===== config.mk =====
export PLATFORM = sky130hd
export DESIGN_NAME = dq15_mul
export DESIGN_NICKNAME = d
export VERILOG_FILES = /design/src/rtl/dq15_pkg.sv /design/src/rtl/dq15_lane_pick.sv /design/src/rtl/dq15_prod_round.sv /design/src/rtl/dq15_mul.sv
export SDC_FILE = /design/constraint.sdc
export NUM_CORES = 2
export LEC_CHECK = 0
export BUFFER_PORTS_ARGS = -buffer_cell sky130_fd_sc_hd__buf_2
export CORE_UTILIZATION = 60
export CTS_BUF_LIST = sky130_fd_sc_hd__clkbuf_16
export CTS_CLUSTER_SIZE = 12
export DETAILED_ROUTE_END_ITERATION = 12
export PLACE_DENSITY_LB_ADDON = 0.2
export REMOVE_ABC_BUFFERS = 1
export SETUP_SLACK_MARGIN = 0.1
export SLEW_MARGIN = 20
export SYNTH_ARGS = -nofsm -noshare
export SYNTH_HDL_FRONTEND = slang
export SYNTH_SLANG_ARGS = --single-unit
export TNS_END_PERCENT = 10

===== constraint.sdc =====
create_clock -name clk -period 2.1 [get_ports clk]
set_input_delay 0.42 -clock clk [delete_from_list [all_inputs] [get_ports clk]]
set_output_delay 0.42 -clock clk [all_outputs]
set_load 0.02 [all_outputs]

===== src/rtl/dq15_pkg.sv =====
package dq15_pkg;
  typedef enum logic [1:0] {
    MODE_INT  = 2'd0,
    MODE_PACK = 2'd1,
    MODE_WIDE = 2'd2,
    MODE_RSVD = 2'd3
  } mode_e;

  function automatic mode_e decode_mode(input logic grp, input logic [1:0] sub);
    if (!grp)              return MODE_INT;
    else if (sub == 2'd0)  return MODE_PACK;
    else if (sub == 2'd1)  return MODE_WIDE;
    else                   return MODE_RSVD;
  endfunction
endpackage


===== src/rtl/dq15_lane_pick.sv =====
module dq15_lane_pick #(
  parameter int LANE_W = 16,
  localparam int WORD_W = 2 * LANE_W
) (
  input  logic [WORD_W-1:0]        opb_i,
  input  logic [WORD_W-1:0]        opc_i,
  input  logic [1:0]               opt_i,
  output logic signed [LANE_W-1:0] fb_o [2],
  output logic signed [LANE_W-1:0] fc_o [2]
);
  logic signed [LANE_W-1:0] b_lo, b_hi, c_lo, c_hi;

  assign b_lo = opb_i[LANE_W-1:0];
  assign b_hi = opb_i[WORD_W-1:LANE_W];
  assign c_lo = opc_i[LANE_W-1:0];
  assign c_hi = opc_i[WORD_W-1:LANE_W];

  // option bit 0 picks the B lane of the first product, bit 1 that of the second
  always_comb begin
    fb_o[0] = opt_i[0] ? b_lo : b_hi;
    fc_o[0] = c_hi;
    fb_o[1] = opt_i[1] ? b_hi : b_lo;
    fc_o[1] = c_lo;
  end
endmodule


===== src/rtl/dq15_prod_round.sv =====
module dq15_prod_round #(
  parameter int LANE_W = 16,
  localparam int WORD_W = 2 * LANE_W
) (
  input  logic signed [LANE_W-1:0] fb_i,
  input  logic signed [LANE_W-1:0] fc_i,
  input  logic                     frac_i,
  input  logic                     rnd_en_i,
  input  logic                     even_i,
  output logic [WORD_W-1:0]        res_o
);
  localparam logic [WORD_W-1:0] HALF = {{LANE_W{1'b0}}, 1'b1, {(LANE_W-1){1'b0}}};

  logic signed [WORD_W-1:0] prod;
  logic [WORD_W-1:0]        scaled;
  logic                     tie, add_half;

  always_comb begin
    prod     = WORD_W'(fb_i) * WORD_W'(fc_i);
    scaled   = frac_i ? (prod <<< 1) : prod;
    tie      = (scaled[LANE_W:0] == HALF[LANE_W:0]);
    add_half = frac_i && rnd_en_i && !(even_i && tie);
    res_o    = add_half ? scaled + HALF : scaled;
  end


  always_comb begin
    if (frac_i && !rnd_en_i) begin
      noround_lsb_chk: assert (res_o[0] == 1'b0);
    end
  end
endmodule


===== src/rtl/dq15_mul.sv =====
module dq15_mul
  import dq15_pkg::*;
#(
  parameter int LANE_W = 16,
  localparam int WORD_W = 2 * LANE_W
) (
  input  logic              clk,
  input  logic              rst_n,
  input  logic              in_valid_i,
  output logic              in_ready_o,
  input  logic              op_grp_i,
  input  logic [1:0]        sub_op_i,
  input  logic [1:0]        opt_i,
  input  logic              rnd_en_i,
  input  logic              bias_sel_i,
  input  logic [WORD_W-1:0] opb_i,
  input  logic [WORD_W-1:0] opc_i,
  output logic              out_valid_o,
  input  logic              out_ready_i,
  output logic [WORD_W-1:0] res_a_o,
  output logic [WORD_W-1:0] res_d_o,
  output logic              res_d_we_o,
  output logic              rsvd_o
);
  mode_e                    mode;
  logic signed [LANE_W-1:0] fb [2];
  logic signed [LANE_W-1:0] fc [2];
  logic [WORD_W-1:0]        prd [2];
  logic                     frac, even, accept, load;
  logic [WORD_W-1:0]        nxt_a, nxt_d;

  assign mode   = decode_mode(op_grp_i, sub_op_i);
  assign frac   = (mode != MODE_INT);
  assign even   = (mode == MODE_PACK) && !bias_sel_i;
  assign in_ready_o = !out_valid_o || out_ready_i;
  assign accept = in_valid_i && in_ready_o;
  assign load   = accept && (mode != MODE_RSVD);

  dq15_lane_pick #(.LANE_W(LANE_W)) u_pick (
    .opb_i(opb_i), .opc_i(opc_i), .opt_i(opt_i), .fb_o(fb), .fc_o(fc)
  );

  for (genvar g = 0; g < 2; g++) begin : g_lane
    dq15_prod_round #(.LANE_W(LANE_W)) u_rnd (
      .fb_i(fb[g]), .fc_i(fc[g]), .frac_i(frac), .rnd_en_i(rnd_en_i),
      .even_i(even), .res_o(prd[g])
    );
  end

  always_comb begin
    if (mode == MODE_PACK) begin
      nxt_a = {prd[0][WORD_W-1:LANE_W], prd[1][WORD_W-1:LANE_W]};
      nxt_d = '0;
    end else begin
      nxt_a = prd[0];
      nxt_d = prd[1];
    end
  end

  always_ff @(posedge clk or negedge rst_n) begin
    if (!rst_n) begin
      out_valid_o <= 1'b0;
      res_a_o     <= '0;
      res_d_o     <= '0;
      res_d_we_o  <= 1'b0;
      rsvd_o      <= 1'b0;
    end else begin
      rsvd_o <= accept && (mode == MODE_RSVD);
      if (load) begin
        out_valid_o <= 1'b1;
        res_a_o     <= nxt_a;
        res_d_o     <= nxt_d;
        res_d_we_o  <= (mode != MODE_PACK);
      end else if (out_ready_i) begin
        out_valid_o <= 1'b0;
        res_d_we_o  <= 1'b0;
      end
    end
  end


  hold_stable_chk: assert property (@(posedge clk) disable iff (!rst_n)
    (out_valid_o && !out_ready_i) |=> (out_valid_o && $stable(res_a_o)
                                       && $stable(res_d_o) && $stable(res_d_we_o)));

  valid_src_chk: assert property (@(posedge clk) disable iff (!rst_n)
    $rose(out_valid_o) |-> $past(in_valid_i));

  rsvd_quiet_chk: assert property (@(posedge clk) disable iff (!rst_n)
    (rsvd_o && !$past(out_valid_o)) |-> !out_valid_o);

  dwe_valid_chk: assert property (@(posedge clk) disable iff (!rst_n)
    res_d_we_o |-> out_valid_o);

  pack_dzero_chk: assert property (@(posedge clk) disable iff (!rst_n)
    (out_valid_o && !res_d_we_o) |-> (res_d_o == '0));
endmodule


==> results.md <==
* Status: complete, but fails checks
* Violated checks: setup timing
* DRT Wirelength at 73710 µm
* Row Count at 73
* Final WS setup at -5.424 ns
* Share of layout cells above drive strength 1 at 0.2865
* ANT nets after route at 0
* Hold Path Class: input pin to asynchronous set/reset pin
* Area contributors post-synth: fa_1, inv_1, ha_1, dfrtp_1, and2_1
* Count leader, synth: inv_1
* CTS tree: built
* Leading area contributor after synthesis: fa_1
* Global-route usage over all layers at 0.3651
* Vias/cell at 5.603
* YS warnings at 0
* CTS Buf Count at 9
* Clock-pin slew on the worst setup and hold paths at 0.06 ns
* Fin crit share at 3.583
* Vias in the first global route at 23.07k
* Post-synth EDFFs at 0
* Pin count of the biggest net entering global routing at 68
* CP peak stage delay at 0.56 ns
* Vias at 21.76k
* Syn-to-layout area delta at 27.88%
* Crit Path Max Fanout at 7
* H-tree levels at 3
* Register area share after synthesis at 0.06827
* First-pass GRT wire length at 119700 µm
* Sink Count at 67
* Starting Density at 0.6139
* Slew HR at 0.6120
* Die Y at 204.3 µm
* Worst hold margin at 0.08721 ns
* Initial antenna violation count at 0
* Cell Area, Synth at 24560 µm²
* Unrepaired setup endpoints after global routing: yes
* FFs w/ async S/R, synth at 1.000
* Min Tclk post-route at 7.524 ns
* Die width at 204.3 µm
* Share of the synthesized area in the top cell type at 0.4271
* CTS Root Cell: clkbuf_16
* GRT overflow at 0
* I/O pin count at 143
* Top_reg_cell synth: dfrtp_1
* Placement Setup Slack at -5.989 ns
* FMAX at 132.9 MHz
* RR Startpoint: out_valid_o$_DFFE_PN0P_
* Flip-flop and latch area at 1677 µm²
* WL/cell at 18.98 µm
* Design Area, Final at 31410 µm²
* Top post-synthesis cells by count: inv_1, fa_1, nand2_1
* Die Footprint at 41740 µm²
* Buf/Inv on CP at 5
* Worst-Margin Slew at 0.5821 ns
* Syn Inst Count at 2773
* Gpl congestion at 0.9343
* Fillers at 2704
* Register bit total from synthesis at 67
* Hold_buf cts at 0
* Syn Area/Cell at 8.856 µm²
* Finished Core Util at 0.7850
* Fin nets at 4118
* Dpl hpwl at 60360 µm
* Residual DRC at 0
* # setup viols final at 62
* Worst skew pair latency at 0.35 ns
* Endpoints failing hold at 0
* R2r endpoint: res_a_o[1]$_DFFE_PN0P_
* Critical Path RT at 2.33 ns
* Multi-input gate area in the final layout at 21550 µm²
* Reg2Reg Depth at 7
* MaxCap Viol Count at 0
* Post-place instance area at 29290 µm²
* Critical path type: input pin to register
* Crit-path slowest cell: fa_1
* Clock Path Buffers at 2
* Max-slew violations at 0
* WP depth at 28
* Crit path launch type: input pin
* Arr. time, crit path at 7.75 ns
* IO Port Bufs at 142
* Number of DRC markers in iteration 0 at 1812
* Antenna Cells at 0
* Worst setup EP type: register
* Top delay family on crit path: adder cells
* R2R Setup Slk at 0.32 ns
* Distinct cells, synth at 84
* TritonRoute pass-1 iters at 6
* Layout Skew at 0.01256 ns
* Critical Path Most Common Cell: fa_1
* Core outline area at 40010 µm²
[cells in the final DEF (no fill, tap or decap), drive strengths merged, types with 19 or more instances in the layout]
master,netlist,final
ha,166,166
and2,232,232
buf,7,675
xor2,33,33
fa,524,524
nor3,28,28
nor2,103,103
mux2,34,34
o211ai,19,19
dfrtp,67,67
inv,604,608
a21oi,69,69
xnor2,55,55
o21ai,80,80
nand3,21,21
nand2,374,374
[metal layers]
metal,track usage,vias to the layer above,part of all wire,wire length [µm]
met1,0.5486,10926,0.43,31750
met3,0.05867,99,0.096,7089
met4,0.06450,0,0.018,1324
li1,-,9689,-,-
met2,0.5637,1044,0.46,33550
met5,0,-,0,0
[state kept, by name, summed over array words and instances, names as in the netlist]
signal	flops
res_d_o	32
res_a_o	32
rsvd_o	1
out_valid_o	1
res_d_we_o	1
[logic make-up (layout without fill, tap and decap cells)]
group / count (synthesis) / count (layout) / synth area share
adders and majority gates: 690 / 690 / 0.5117
AOI/OAI and AO/OA: 326 / 326 / 0.09089
buffers and inverters: 710 / 1295 / 0.1087
and+or+nand+nor: 844 / 844 / 0.1678
DFF: 67 / 67 / 0.06827
xor gates and xnor gates: 88 / 88 / 0.03138
muxes: 48 / 48 / 0.02130
[cell type report]
class / count / share of cell area
Tap cell: 525 / 0.02092
Inverter: 604 / 0.07219
Clock buffer: 9 / 0.007171
Sequential cell: 67 / 0.05339
Timing Repair Buffer: 675 / 0.1576
Multi-Input combinational cell: 1996 / 0.6862
Clock inverter: 7 / 0.002550
[worst max-delay path by stage]
stage	from	end	slack (ns)
2_1_floorplan	opt_i[0]	res_a_o[27]$_DFFE_PN0P_	-5.59
3_3_place_gp	opt_i[1]	res_d_o[29]$_DFFE_PN0P_	-5.87
3_5_place_dp	opt_i[0]	res_a_o[27]$_DFFE_PN0P_	-5.99
4_1_cts	opt_i[0]	res_a_o[27]$_DFFE_PN0P_	-5.52
5_1_grt	opt_i[0]	res_a_o[27]$_DFFE_PN0P_	-5.60
6_report	opt_i[0]	res_a_o[27]$_DFFE_PN0P_	-5.42
[what timing repair did]
| item | CTS | global route |
|---|---|---|
| buffers inserted | 22 | 17 |
| endpoints found under the setup margin | 63 | 62 |
| resized for setup | 171 | 150 |
| pin swaps | 71 | 96 |
| gates cloned | 1 | 0 |
[through the flow]
stage                     setup TNS, ns  instances
after CTS                       -270.68       3867
after global placement          -307.82       3828
after floorplan                 -263.34       2667
after detailed placement        -312.41       3828
after global routing            -284.96       3883
final                           -271.85       3883
Power is not shown: default switching activity piles up to over one toggle a cycle in this logic, so the estimate is an artifact.
